### src/rtl/dcr_pkg.sv
package dcr_pkg;

    localparam logic [31:0] STATUS_RST = 32'h1480_2000;

    localparam int BIT_FIELD   = 31;
    localparam int BIT_BLANK   = 23;
    localparam int BIT_ILACE   = 22;
    localparam int DMA_LO      = 29;
    localparam int MODE_LO     = 16;

    localparam logic [7:0] CODE_RESET = 8'h00;
    localparam logic [7:0] CODE_BLANK = 8'h03;
    localparam logic [7:0] CODE_DMA   = 8'h04;
    localparam logic [7:0] CODE_START = 8'h05;
    localparam logic [7:0] CODE_RANGE = 8'h07;
    localparam logic [7:0] CODE_MODE  = 8'h08;

    typedef struct packed {
        logic [31:0] status;
        logic        par_en;
    } dcr_state_t;

endpackage

### src/rtl/dcr_res_lut.sv
module dcr_res_lut (
    input  logic [2:0] wsel,
    input  logic [1:0] hsel,
    output logic [9:0] width,
    output logic [8:0] height
);
    always_comb begin
        case (wsel)
            3'd0:    width = 10'd256;
            3'd1:    width = 10'd368;
            3'd2:    width = 10'd320;
            3'd3:    width = 10'd384;
            3'd4,
            3'd5:    width = 10'd512;
            default: width = 10'd640;
        endcase
    end

    always_comb begin
        case (hsel)
            2'd0:    height = 9'd240;
            2'd2:    height = 9'd256;
            default: height = 9'd480;
        endcase
    end
endmodule

### src/rtl/dcr_slot_bank.sv
module dcr_slot_bank #(
    parameter int NUM_SLOTS = 16,
    parameter int CW        = 10,
    parameter int START_IDX = 5,
    parameter int RANGE_IDX = 7,
    localparam int SW       = $clog2(NUM_SLOTS)
) (
    input  logic          clk,
    input  logic          rst,
    input  logic          we,
    input  logic [7:0]    code,
    input  logic [31:0]   wdata,
    input  logic [SW-1:0] rd_sel,
    output logic [31:0]   rd_data,
    output logic [2*CW-1:0] start_word,
    output logic [2*CW-1:0] range_word
);
    logic [NUM_SLOTS-1:0][31:0] slot_q;

    for (genvar i = 0; i < NUM_SLOTS; i++) begin : g_slot
        logic hit;
        assign hit = we && (code == 8'(i));
        always_ff @(posedge clk) begin
            if (rst)
                slot_q[i] <= '0;
            else if (hit)
                slot_q[i] <= wdata;
        end
    end

    assign rd_data    = slot_q[rd_sel];
    assign start_word = slot_q[START_IDX][2*CW-1:0];
    assign range_word = slot_q[RANGE_IDX][2*CW-1:0];
endmodule

### src/rtl/disp_ctl_decoder.sv
module disp_ctl_decoder #(
    parameter int NUM_SLOTS = 16,
    parameter int CW        = 10,
    localparam int SLOT_W   = $clog2(NUM_SLOTS)
) (
    input  logic              clk,
    input  logic              rst,
    input  logic              ctl_we,
    input  logic [31:0]       ctl_wdata,
    input  logic              vblank_evt,
    input  logic              vblank_val,
    input  logic              line_parity,
    input  logic [SLOT_W-1:0] slot_sel,
    output logic [31:0]       slot_rd,
    output logic [31:0]       status_rd,
    output logic [CW-1:0]     disp_x,
    output logic [CW-1:0]     disp_y,
    output logic [CW-1:0]     vrange_start,
    output logic [CW-1:0]     vrange_end,
    output logic [9:0]        act_width,
    output logic [8:0]        act_height
);
    import dcr_pkg::*;

    logic [7:0] code;
    assign code = ctl_wdata[31:24];

    dcr_state_t st_d, st_q;
    logic [2*CW-1:0] start_word, range_word;

    dcr_slot_bank #(
        .NUM_SLOTS (NUM_SLOTS),
        .CW        (CW),
        .START_IDX (int'(CODE_START)),
        .RANGE_IDX (int'(CODE_RANGE))
    ) u_bank (
        .clk        (clk),
        .rst        (rst),
        .we         (ctl_we),
        .code       (code),
        .wdata      (ctl_wdata),
        .rd_sel     (slot_sel),
        .rd_data    (slot_rd),
        .start_word (start_word),
        .range_word (range_word)
    );

    always_comb begin
        st_d = st_q;
        if (ctl_we) begin
            case (code)
                CODE_RESET: st_d.status = STATUS_RST;
                CODE_BLANK: st_d.status[BIT_BLANK] = ctl_wdata[0];
                CODE_DMA:   st_d.status[DMA_LO+1:DMA_LO] = ctl_wdata[1:0];
                CODE_MODE: begin
                    st_d.status[MODE_LO+6:MODE_LO+1] = ctl_wdata[5:0];
                    st_d.status[MODE_LO]             = ctl_wdata[6];
                end
                default: ;
            endcase
        end
        if (vblank_evt) begin
            if (st_d.status[BIT_ILACE]) begin
                if (vblank_val)
                    st_d.status[BIT_FIELD] = ~st_d.status[BIT_FIELD];
                st_d.par_en = 1'b0;
            end else begin
                st_d.status[BIT_FIELD] = 1'b0;
                st_d.par_en            = ~vblank_val;
            end
        end
    end

    always_ff @(posedge clk) begin
        if (rst) begin
            st_q.status <= STATUS_RST;
            st_q.par_en <= 1'b0;
        end else begin
            st_q <= st_d;
        end
    end

    dcr_res_lut u_lut (
        .wsel   (st_q.status[MODE_LO+2:MODE_LO]),
        .hsel   (st_q.status[MODE_LO+4:MODE_LO+3]),
        .width  (act_width),
        .height (act_height)
    );

    assign status_rd = {st_q.status[BIT_FIELD] |
                        (st_q.par_en & ~st_q.status[BIT_ILACE] & line_parity),
                        st_q.status[30:0]};

    assign disp_x       = start_word[CW-1:0];
    assign disp_y       = start_word[2*CW-1:CW];
    assign vrange_start = range_word[CW-1:0];
    assign vrange_end   = range_word[2*CW-1:CW];
endmodule

### config.mk
export PLATFORM = sky130hd
export DESIGN_NAME = disp_ctl_decoder
export DESIGN_NICKNAME = d
export VERILOG_FILES = /design/src/rtl/dcr_pkg.sv /design/src/rtl/dcr_res_lut.sv /design/src/rtl/dcr_slot_bank.sv /design/src/rtl/disp_ctl_decoder.sv
export SDC_FILE = /design/constraint.sdc
export NUM_CORES = 1
export LEC_CHECK = 0
export BUFFER_PORTS_ARGS = -buffer_cell sky130_fd_sc_hd__buf_2
export CAP_MARGIN = 30
export CORE_MARGIN = 10
export CORE_UTILIZATION = 50
export CTS_CLUSTER_DIAMETER = 50
export DETAILED_ROUTE_END_ITERATION = 8
export PLACE_DENSITY = 0.67
export SETUP_SLACK_MARGIN = 0.3
export SYNTH_ARGS = -nofsm -noshare
export SYNTH_HDL_FRONTEND = slang
export SYNTH_SLANG_ARGS = --single-unit
export TNS_END_PERCENT = 10
### constraint.sdc
create_clock -name clk -period 2.8 [get_ports clk]
set_input_delay 0.56 -clock clk [delete_from_list [all_inputs] [get_ports clk]]
set_output_delay 0.56 -clock clk [all_outputs]
set_load 0.02 [all_outputs]
==> flow_metrics.env, run 1 <==
export IMPL_via_count_normalized_by_instance_count=5.66
export IMPL_cpMostUsedCell="mux4_2"
export IMPL_core_region_area_um2=43400
export IMPL_place_inst=2693
export IMPL_power_report_internal_total_mw=12.2
export IMPL_slew_headroom_pct=47.7
export IMPL_max_cap_violations=0
export IMPL_global_route_wire_length_before_repair_um=94100
export IMPL_holdPathStages=3
export IMPL_clk_transition_reported_paths_ns=0.06
export IMPL_sequential_fraction_of_the_synthesis_area_pct=47.6
export IMPL_setup_violations=0
export IMPL_finalHoldViolations=0
export IMPL_yosysWarnings=0
export IMPL_fin_worst_hold_slack_ns=0.312
export IMPL_syn_cell_area_um2=22100
export IMPL_areaGrowthSynthToFinish_pct=14.2
export IMPL_crit_slowest_cell="mux4_2"
export IMPL_power_share_clock_pct=48.3
export IMPL_source_of_the_worst_hold_timing_path="ctl_we"
export IMPL_cts_tree="done"
export IMPL_power_switching_mw=3.55
export IMPL_critPathMaxFanout=3
export IMPL_cts_root_buf="clkbuf_16"
export IMPL_reg2reg_slack_ns=1.62
export IMPL_maxClockFrequency_ghz=0.370
export IMPL_fp_dieH_um=230
export IMPL_synth_area_leader_cell="dfxtp_1"
export IMPL_synthesis_instances=2145
export IMPL_r2r_end="st_q[0]"
export IMPL_maxSlewViolCount=0
export IMPL_worstHoldEndpoint="status_rd[23]"
export IMPL_first_global_vias=15600
export IMPL_worst_ep_arrival_time_ns=2.14
export IMPL_startpoint_class_of_the_critical_path="register"
export IMPL_n_fill_cell=3660
export IMPL_finalCoreUtilization_pct=58.1
export IMPL_power_sequential_fraction_pct=47.2
export IMPL_cts_hold_buffers=0
export IMPL_port_buffers=135
export IMPL_cts_htree_levels=2
export IMPL_final_cell_count_no_fill=2807
export IMPL_period_share_pct=96.5
export IMPL_clk_insertion_delay_late_ns=0.60
export IMPL_clock_sinks=524
export IMPL_timing_final_crit_period_ns=2.70
export IMPL_io_pin_count=165
export IMPL_numCtsBuffers=54
export IMPL_mostFrequentLayoutCells="dfxtp_1 (510), nand2_1 (340), nor2_1 (249)"
export IMPL_post_drt_wl_per_cell_um=22.1
export IMPL_drt_pass1_iterations=5
export IMPL_post_synth_cell_area_avg_um2=10.3
export IMPL_drt_initial_drc_count=1550
export IMPL_die_area_um2=52900
export IMPL_power_ir_vdd_worst_mv=0.473
export IMPL_power_per_cell_area_nw_per_um2=627
export IMPL_total_power_mw=15.8
export IMPL_yosys_area_top_type_share_pct=47.6
export IMPL_die_x_um=230
export IMPL_routed_wl_um=62000
export IMPL_placementRows=76
export IMPL_drc=0
export IMPL_slowest_delay_ns=0.55
export IMPL_total_leakage_power_nw=10.9
export IMPL_final_layout_size_suffix_gt1_share_pct=21.6
export IMPL_route_antenna_remaining_nets=0
export IMPL_worst_setup_path_type="reg -> out"
export IMPL_critical_path_required_ns=2.24
export IMPL_series_of_cell_instances_along_the_critical_path="mux4_2 > mux4_2 > buf_6"
export IMPL_endpoint_kind="primary output"
export IMPL_placed_cell_area_um2=23000
export IMPL_layout_nets=2218
export IMPL_design_area_um2=25200
export IMPL_count_of_vias_placed_by_the_detailed_router=15900
export IMPL_dp_hpwl_um=37500
export IMPL_unrepaired_setup_endpoints_after_global_routing="true"
export IMPL_mostFrequentLayoutCell="dfxtp_1"
export IMPL_yosys_top_cells_area="dfxtp_1 (48%), mux4_2 (16%), mux2i_1 (9.8%)"
export IMPL_worst_slew_pin_transition_ns=0.782
export IMPL_synth_seq_cells=524
export IMPL_min_path_type="in -> reg"
export IMPL_netlist_cell_type_count=41
export IMPL_start_util_pct=50.9
export IMPL_clockBufferDepth=3
export IMPL_rr_worst_depth=4
export IMPL_pin_count_of_the_biggest_net_entering_global_routing=101
export IMPL_outcome="completed"
export IMPL_finalClockSkew_ns=0.000500
export IMPL_number_of_antenna_violations_at_the_first_check_in_global_routing=2
export IMPL_power_switching_fraction_pct=22.5
export IMPL_grt_usage_pct=22.6
export IMPL_grt_overflow=0
export IMPL_power_frac_comb_pct=4.4
export IMPL_worst_r2r_startpoint="status_rd[22]"
export IMPL_gp_congestion=0.819
==> layout make-up <==
class	count	area, um^2	share of cell area, %
diodes	1	2.50	0.00993
flip-flops and latches	524	10500	41.8
multi-input cells	1356	10200	40.4
well taps	585	732	2.90
clock buffers	76	1530	6.05
repair buffers	210	1750	6.96
inverters	30	113	0.447
clock inverters	25	369	1.46
==> worst max-delay path: cells and delay by family, from the launching register on <==
family                 cells  cell delay [ns]
buffers and inverters      1             0.17
multiplexers               2             1.01
flip-flops                 1             0.35
==> cells in the mapped netlist <==
cell       instances
buf_2             53
buf_1              3
mux2i_1          217
nor4_1             1
or2_2              1
a31oi_1            2
nand3_1            7
mux4_2           160
nand2b_1           3
a21oi_2            1
buf_6              2
nand3b_1           2
conb_1             2
and3_1             5
a21oi_1          198
o2111ai_1          1
nand2_1          340
a311oi_1           1
clkbuf_2           1
clkbuf_1         121
nor4_4             2
a41oi_1            1
or4_4              1
nor3b_1            3
nor2_1           249
buf_4             82
xnor2_1            1
a2111oi_0          1
and4_1             2
nor2b_1           10
inv_1             30
and3b_1            6
o32ai_1            1
dfxtp_1          524
and2_1            92
nand4_1           12
o21ba_2            1
o21a_1             1
or3b_2             1
nor3_1             3
a31o_2             1
==> worst max path at each step <==
stage | start | to | slack [ns]
final | u_bank.range_word[7] | slot_rd[7] | 0.1
after global routing | u_bank.range_word[4] | slot_rd[4] | 0.08
after CTS | u_bank.range_word[7] | slot_rd[7] | 0.04
after detailed placement | slot_sel[0] | slot_rd[20] | -0.09
after global placement | slot_sel[0] | slot_rd[1] | -0.07
after floorplan | slot_sel[0] | slot_rd[24] | 0.33
==> per-layer routing <==
metal	wire length, um	vias to the layer above	track usage, %
met1	25800	7859	29.3
met5	0	-	0
li1	-	7292	-
met4	1860	0	8.18
met3	4510	113	3.57
met2	29800	635	37.4
==> metrics by stage <==
stage | setup TNS [ns] | worst slack, ns
detailed placement | -1.28 | -0.0883
CTS | 0 | 0.0365
finish | 0 | 0.0976
global placement | -0.897 | -0.0701
floorplan | 0 | 0.329
global route | 0 | 0.0757
==> flip-flops by register name (all words and copies together), names as in the netlist <==
name	flops
u_bank.slot_q	472
u_bank.range_word	20
u_bank.start_word	20
status_rd	10
st_q	2
==> repair_timing <==
| item | in CTS | in global routing |
|---|---|---|
| setup endpoints to repair | 32 | 32 |
| buffers inserted | 2 | 3 |
| hold endpoints to repair | 0 | 0 |
| gates resized for setup | 15 | 32 |
| cloned | 2 | 5 |
==> cells by family after synthesis <==
logic type	after synthesis	share of synthesized area, %
simple gates	740	14.5
compound gates	209	4.91
xor+xnor	1	0.0397
flops	524	47.6
other cells	2	0.0340
mux	377	26.2
buf+inv	292	6.74
==> power groups by stage <==
stage / Clock [mW] / Sequential [mW] / Combinational (mW)
final: 7.63 / 7.46 / 0.701
after global routing: 8.00 / 7.46 / 0.745
after CTS: 7.71 / 7.47 / 0.668
after detailed placement: 0 / 7.63 / 0.649
after global placement: 0 / 7.63 / 0.639
after floorplan: 0 / 7.63 / 0.486
(Power assumes the default switching activity.)
==> inputs of run 2 (changes only) <==
--- a/config.mk
+++ b/config.mk
@@ -11,7 +11,7 @@
 export CORE_UTILIZATION = 50
 export CTS_CLUSTER_DIAMETER = 50
 export DETAILED_ROUTE_END_ITERATION = 8
-export PLACE_DENSITY = 0.67
+export PLACE_DENSITY = 0.7
 export SETUP_SLACK_MARGIN = 0.3
 export SYNTH_ARGS = -nofsm -noshare
 export SYNTH_HDL_FRONTEND = slang
==> constraint.sdc (replaced) <==
create_clock -name clk -period 2.2 [get_ports clk]
set_input_delay 0.44 -clock clk [delete_from_list [all_inputs] [get_ports clk]]
set_output_delay 0.44 -clock clk [all_outputs]
set_load 0.02 [all_outputs]
==> run 2 against run 1 <==
Against the previous run: the run now ends with setup timing left; final cell count is 0.82% higher; clock skew about the same; setup slack lost 0.45 ns; cell area increased by 0.89%; via count increased by 0.79%; total power increased by 27%; critical path type unchanged; critical endpoint is now slot_rd[4].
==> flow_metrics.env, run 2 (synthesized netlist as in run 1, its figures left out) <==
export IMPL_n_fill_cell=3572
export IMPL_drc=0
export IMPL_number_of_antenna_violations_at_the_first_check_in_global_routing=3
export IMPL_cts_tree="done"
export IMPL_clock_sinks=524
export IMPL_die_x_um=230
export IMPL_maxSlewViolCount=0
export IMPL_outcome="finished with violations"
export IMPL_min_path_type="in -> reg"
export IMPL_drt_pass1_iterations=6
export IMPL_place_inst=2719
export IMPL_mostFrequentLayoutCell="dfxtp_1"
export IMPL_areaGrowthSynthToFinish_pct=15.3
export IMPL_fp_dieH_um=230
export IMPL_die_area_um2=52900
export IMPL_cts_hold_buffers=0
export IMPL_unrepaired_setup_endpoints_after_global_routing="true"
export IMPL_global_route_wire_length_before_repair_um=95200
export IMPL_clk_insertion_delay_late_ns=0.60
export IMPL_dp_hpwl_um=39700
export IMPL_mostFrequentLayoutCells="dfxtp_1 (490), nand2_1 (340), nor2_1 (249)"
export IMPL_critPathMaxFanout=2
export IMPL_cts_htree_levels=2
export IMPL_setup_violations=32
export IMPL_pin_count_of_the_biggest_net_entering_global_routing=122
export IMPL_cts_root_buf="clkbuf_16"
export IMPL_violations="setup timing"
export IMPL_core_region_area_um2=43400
export IMPL_route_antenna_remaining_nets=0
export IMPL_worst_setup_path_type="reg -> out"
export IMPL_finalWorstSetupSlack_ns=-0.356
export IMPL_endpoint_kind="primary output"
export IMPL_grt_usage_pct=22.8
export IMPL_placementRows=76
export IMPL_reg2reg_slack_ns=1.06
export IMPL_finalHoldViolations=0
export IMPL_finalClockSkew_ns=0.000790
export IMPL_drt_initial_drc_count=1585
export IMPL_holdPathStages=3
export IMPL_period_share_pct=116
export IMPL_power_ir_vdd_worst_mv=0.553
export IMPL_clockBufferDepth=3
export IMPL_start_util_pct=50.9
export IMPL_worst_r2r_startpoint="status_rd[22]"
export IMPL_via_count_normalized_by_instance_count=5.66
export IMPL_worst_ep_arrival_time_ns=2.12
export IMPL_clk_transition_reported_paths_ns=0.06
export IMPL_source_of_the_worst_hold_timing_path="ctl_wdata[26]"
export IMPL_fin_worst_hold_slack_ns=0.170
export IMPL_gp_congestion=0.879
export IMPL_slew_headroom_pct=45.7
export IMPL_routed_wl_um=61900
export IMPL_layout_nets=2241
export IMPL_maxClockFrequency_ghz=0.391
export IMPL_numCtsBuffers=55
export IMPL_total_leakage_power_nw=11.0
export IMPL_rr_worst_depth=4
export IMPL_critical_path_required_ns=1.76
export IMPL_grt_overflow=0
export IMPL_first_global_vias=16000
export IMPL_count_of_vias_placed_by_the_detailed_router=16000
export IMPL_power_per_cell_area_nw_per_um2=787
export IMPL_worstHoldEndpoint="status_rd[29]"
export IMPL_port_buffers=135
export IMPL_finalCoreUtilization_pct=58.6
export IMPL_final_cell_count_no_fill=2830
export IMPL_startpoint_class_of_the_critical_path="register"
export IMPL_max_cap_violations=0
export IMPL_largest_register_ffs=472
export IMPL_r2r_end="st_q[0]"
export IMPL_max_flop_register="u_bank.slot_q"
export IMPL_worst_slew_pin_transition_ns=0.812
export IMPL_io_pin_count=165
export IMPL_timing_final_crit_period_ns=2.56
export IMPL_final_layout_size_suffix_gt1_share_pct=23.7
export IMPL_post_drt_wl_per_cell_um=21.9
[run 2: cell count changes in the layout (fill, tap and decap cells not counted), sizes merged]
| cell | change |
|---|---|
| buf | +26 |
| clkinv | +1 |
| diode | +1 |
| inv | +3 |
| clkbuf | -5 |
| bufinv | -3 |
[run 2: worst max path at each step]
stage	startpoint	to	slack [ns]	cells past startpoint
after floorplan	slot_sel[0]	slot_rd[10]	-0.03	4
after global placement	slot_sel[0]	slot_rd[7]	-0.36	5
after detailed placement	slot_sel[0]	slot_rd[7]	-0.37	5
after CTS	u_bank.range_word[4]	slot_rd[4]	-0.37	3
after global routing	u_bank.slot_q[388]	slot_rd[4]	-0.41	3
final	u_bank.range_word[4]	slot_rd[4]	-0.36	3
[run 2: cell type report]
type	instances	area [um^2]	share of cell area [%]
Tap cell	585	732	2.88
Inverter	30	113	0.443
Clock buffer	75	1600	6.30
Multi-Input combinational cell	1356	10200	40.1
Sequential cell	524	10500	41.5
Timing Repair Buffer	232	1940	7.62
Clock inverter	26	302	1.19
Antenna cell	2	5.00	0.0197
[run 2: metrics by stage]
step,power [mW],TNS (ns),setup slack [ns],cell area (um^2)
2_1_floorplan,10.3,-0.838,-0.0274,22400
3_3_place_gp,10.6,-10.40,-0.360,23200
3_5_place_dp,10.6,-10.85,-0.372,23200
4_1_cts,20.1,-10.87,-0.369,25300
5_1_grt,20.6,-11.85,-0.406,25400
6_report,20.0,-10.66,-0.356,25400
[run 2: timing repair]
action                     in CTS  in global routing
buffers inserted                6                  1
setup endpoints to repair      35                 35
gates cloned                    0                  1
gates resized for setup        63                 22
[run 2: worst max-delay path, cell delays in order, from the launching register on]
cell and delay (ns):
dfxtp_4 0.34, mux4_2 0.45, mux4_2 0.54, buf_6 0.17
[run 2: routing by layer]
layer / share of wire [%] / wire length (um) / GRT usage, % / vias up
met4: 2.9 / 1790 / 7.67 / 2
met1: 42 / 26100 / 30.3 / 7900
li1: - / - / - / 7326
met5: 0.019 / 12 / 0 / -
met3: 7.8 / 4840 / 4.49 / 121
met2: 47 / 29300 / 36.7 / 675
[run 2: power by group]
part / switching [mW] / leakage [nW] / total (mW) / internal (mW)
combinational: 0.582 / 5.85 / 0.876 / 0.294
sequential: 0.00689 / 4.24 / 9.50 / 9.49
clock: 3.93 / 0.936 / 9.64 / 5.71
==> inputs of run 3 (changes only) <==
--- a/config.mk
+++ b/config.mk
@@ -13,6 +13,7 @@
 export DETAILED_ROUTE_END_ITERATION = 8
 export PLACE_DENSITY = 0.7
 export SETUP_SLACK_MARGIN = 0.3
+export SKIP_CTS_REPAIR_TIMING = 1
 export SYNTH_ARGS = -nofsm -noshare
 export SYNTH_HDL_FRONTEND = slang
 export SYNTH_SLANG_ARGS = --single-unit
==> run 3 against run 2 <==
Against the previous run: the run still ends with setup timing left; highest routed layer unchanged; non-clock buffer count up 8; combinational power up 4.0%; maximum frequency down 1.6%; die area unchanged; final cell count up 0.25%; count of clock-buffer cells in the layout unchanged; first-iteration DRC count up 17%; clock skew up 0.00072 ns; total power up 0.22%; critical path type unchanged; largest power group unchanged; clock power about the same.
==> flow_metrics.env, run 3 (synthesized netlist as in run 1, its figures left out) <==
export IMPL_cts_htree_levels=2
export IMPL_finalWorstSetupSlack_ns=-0.396
export IMPL_finalClockSkew_ns=0.00151
export IMPL_slew_headroom_pct=46.0
export IMPL_design_area_um2=25600
export IMPL_critPathMaxFanout=3
export IMPL_cts_tree="done"
export IMPL_period_share_pct=118
export IMPL_worst_ep_arrival_time_ns=2.16
export IMPL_first_global_vias=16000
export IMPL_number_of_antenna_violations_at_the_first_check_in_global_routing=2
export IMPL_worst_slew_pin_transition_ns=0.808
export IMPL_mostFrequentLayoutCells="dfxtp_1 (496), nand2_1 (340), nor2_1 (249)"
export IMPL_dp_hpwl_um=39700
export IMPL_pin_count_of_the_biggest_net_entering_global_routing=122
export IMPL_final_layout_size_suffix_gt1_share_pct=23.7
export IMPL_critical_path_required_ns=1.76
export IMPL_cts_root_buf="clkbuf_16"
export IMPL_grt_overflow=0
export IMPL_areaGrowthSynthToFinish_pct=15.9
export IMPL_post_drt_wl_per_cell_um=22.0
export IMPL_die_x_um=230
export IMPL_drc=0
export IMPL_total_leakage_power_nw=11.1
export IMPL_count_of_vias_placed_by_the_detailed_router=16200
export IMPL_setup_violations=32
export IMPL_route_antenna_remaining_nets=0
export IMPL_finalCoreUtilization_pct=58.9
export IMPL_fin_worst_hold_slack_ns=0.173
export IMPL_clk_insertion_delay_late_ns=0.60
export IMPL_numCtsBuffers=55
export IMPL_mostFrequentLayoutCell="dfxtp_1"
export IMPL_pre_cts_ws_ns=-0.372
export IMPL_largest_register_ffs=472
export IMPL_min_path_type="in -> reg"
export IMPL_total_power_mw=20.1
export IMPL_startpoint_class_of_the_critical_path="register"
export IMPL_routed_wl_um=62500
export IMPL_unrepaired_setup_endpoints_after_global_routing="true"
export IMPL_fp_dieH_um=230
export IMPL_clockBufferDepth=3
export IMPL_port_buffers=135
export IMPL_timing_final_crit_period_ns=2.60
export IMPL_placementRows=76
export IMPL_grt_usage_pct=22.7
export IMPL_worst_setup_path_type="reg -> out"
export IMPL_layout_nets=2249
export IMPL_maxClockFrequency_ghz=0.385
export IMPL_io_pin_count=165
export IMPL_clk_transition_reported_paths_ns=0.06
export IMPL_via_count_normalized_by_instance_count=5.70
export IMPL_max_cap_violations=0
export IMPL_finalHoldViolations=0
export IMPL_violations="setup timing"
export IMPL_endpoint_kind="primary output"
export IMPL_drt_initial_drc_count=1847
export IMPL_start_util_pct=50.9
export IMPL_maxSlewViolCount=0
export IMPL_die_area_um2=52900
export IMPL_outcome="finished with violations"
export IMPL_clock_sinks=524
export IMPL_max_flop_register="u_bank.slot_q"
export IMPL_placed_cell_area_um2=23200
export IMPL_core_region_area_um2=43400
export IMPL_power_per_cell_area_nw_per_um2=785
export IMPL_n_fill_cell=3557
export IMPL_power_ir_vdd_worst_mv=0.560
export IMPL_global_route_wire_length_before_repair_um=95000
export IMPL_drt_pass1_iterations=6
export IMPL_gp_congestion=0.879
run 3: metrics by stage:
stage	cells	TNS [ns]
after floorplan	2172	-0.838
after global placement	2719	-10.40
after detailed placement	2719	-10.85
after CTS	2820	-11.66
after global routing	2837	-11.77
final	2837	-10.87
run 3: worst max-delay path: stages, from the launching register on:
cell,delay [ns]
dfxtp_1,0.36
mux4_2,0.47
mux4_2,0.52
buf_2,0.20
run 3: final timing paths:
check                                           from            endpoint  slack, ns  cells after the start
worst max-delay path            u_bank.range_word[1]          slot_rd[1]      -0.40                      3
worst max register to register         status_rd[22]             st_q[0]       1.05                      4
worst min-delay path                   ctl_wdata[26]       status_rd[30]       0.17                      3
worst min register to register    u_bank.slot_q[504]  u_bank.slot_q[504]       0.44                      2
run 3: report_power, final:
part           internal [mW]  leakage, nW  switching, mW
sequential              9.49         4.23        0.00702
combinational          0.319         5.91          0.592
clock                   5.71        0.936           3.94
total                   15.5         11.1           4.54
run 3: per-layer routing:
layer | track usage, % | routed length [um]
met1 | 30.2 | 26400
met2 | 37.2 | 29800
met3 | 4.31 | 4670
met4 | 6.47 | 1610
met5 | 0 | 12
run 3: final cells by class:
| cell class | instances | area, um^2 | area share, % |
|---|---|---|---|
| Timing Repair Buffer | 240 | 2080 | 8.14 |
| Sequential cell | 524 | 10500 | 41.2 |
| Clock inverter | 26 | 302 | 1.18 |
| Clock buffer | 75 | 1600 | 6.27 |
| Antenna cell | 1 | 2.50 | 0.00979 |
| Multi-Input combinational cell | 1356 | 10200 | 39.9 |
| Inverter | 30 | 113 | 0.441 |
| Tap cell | 585 | 732 | 2.86 |
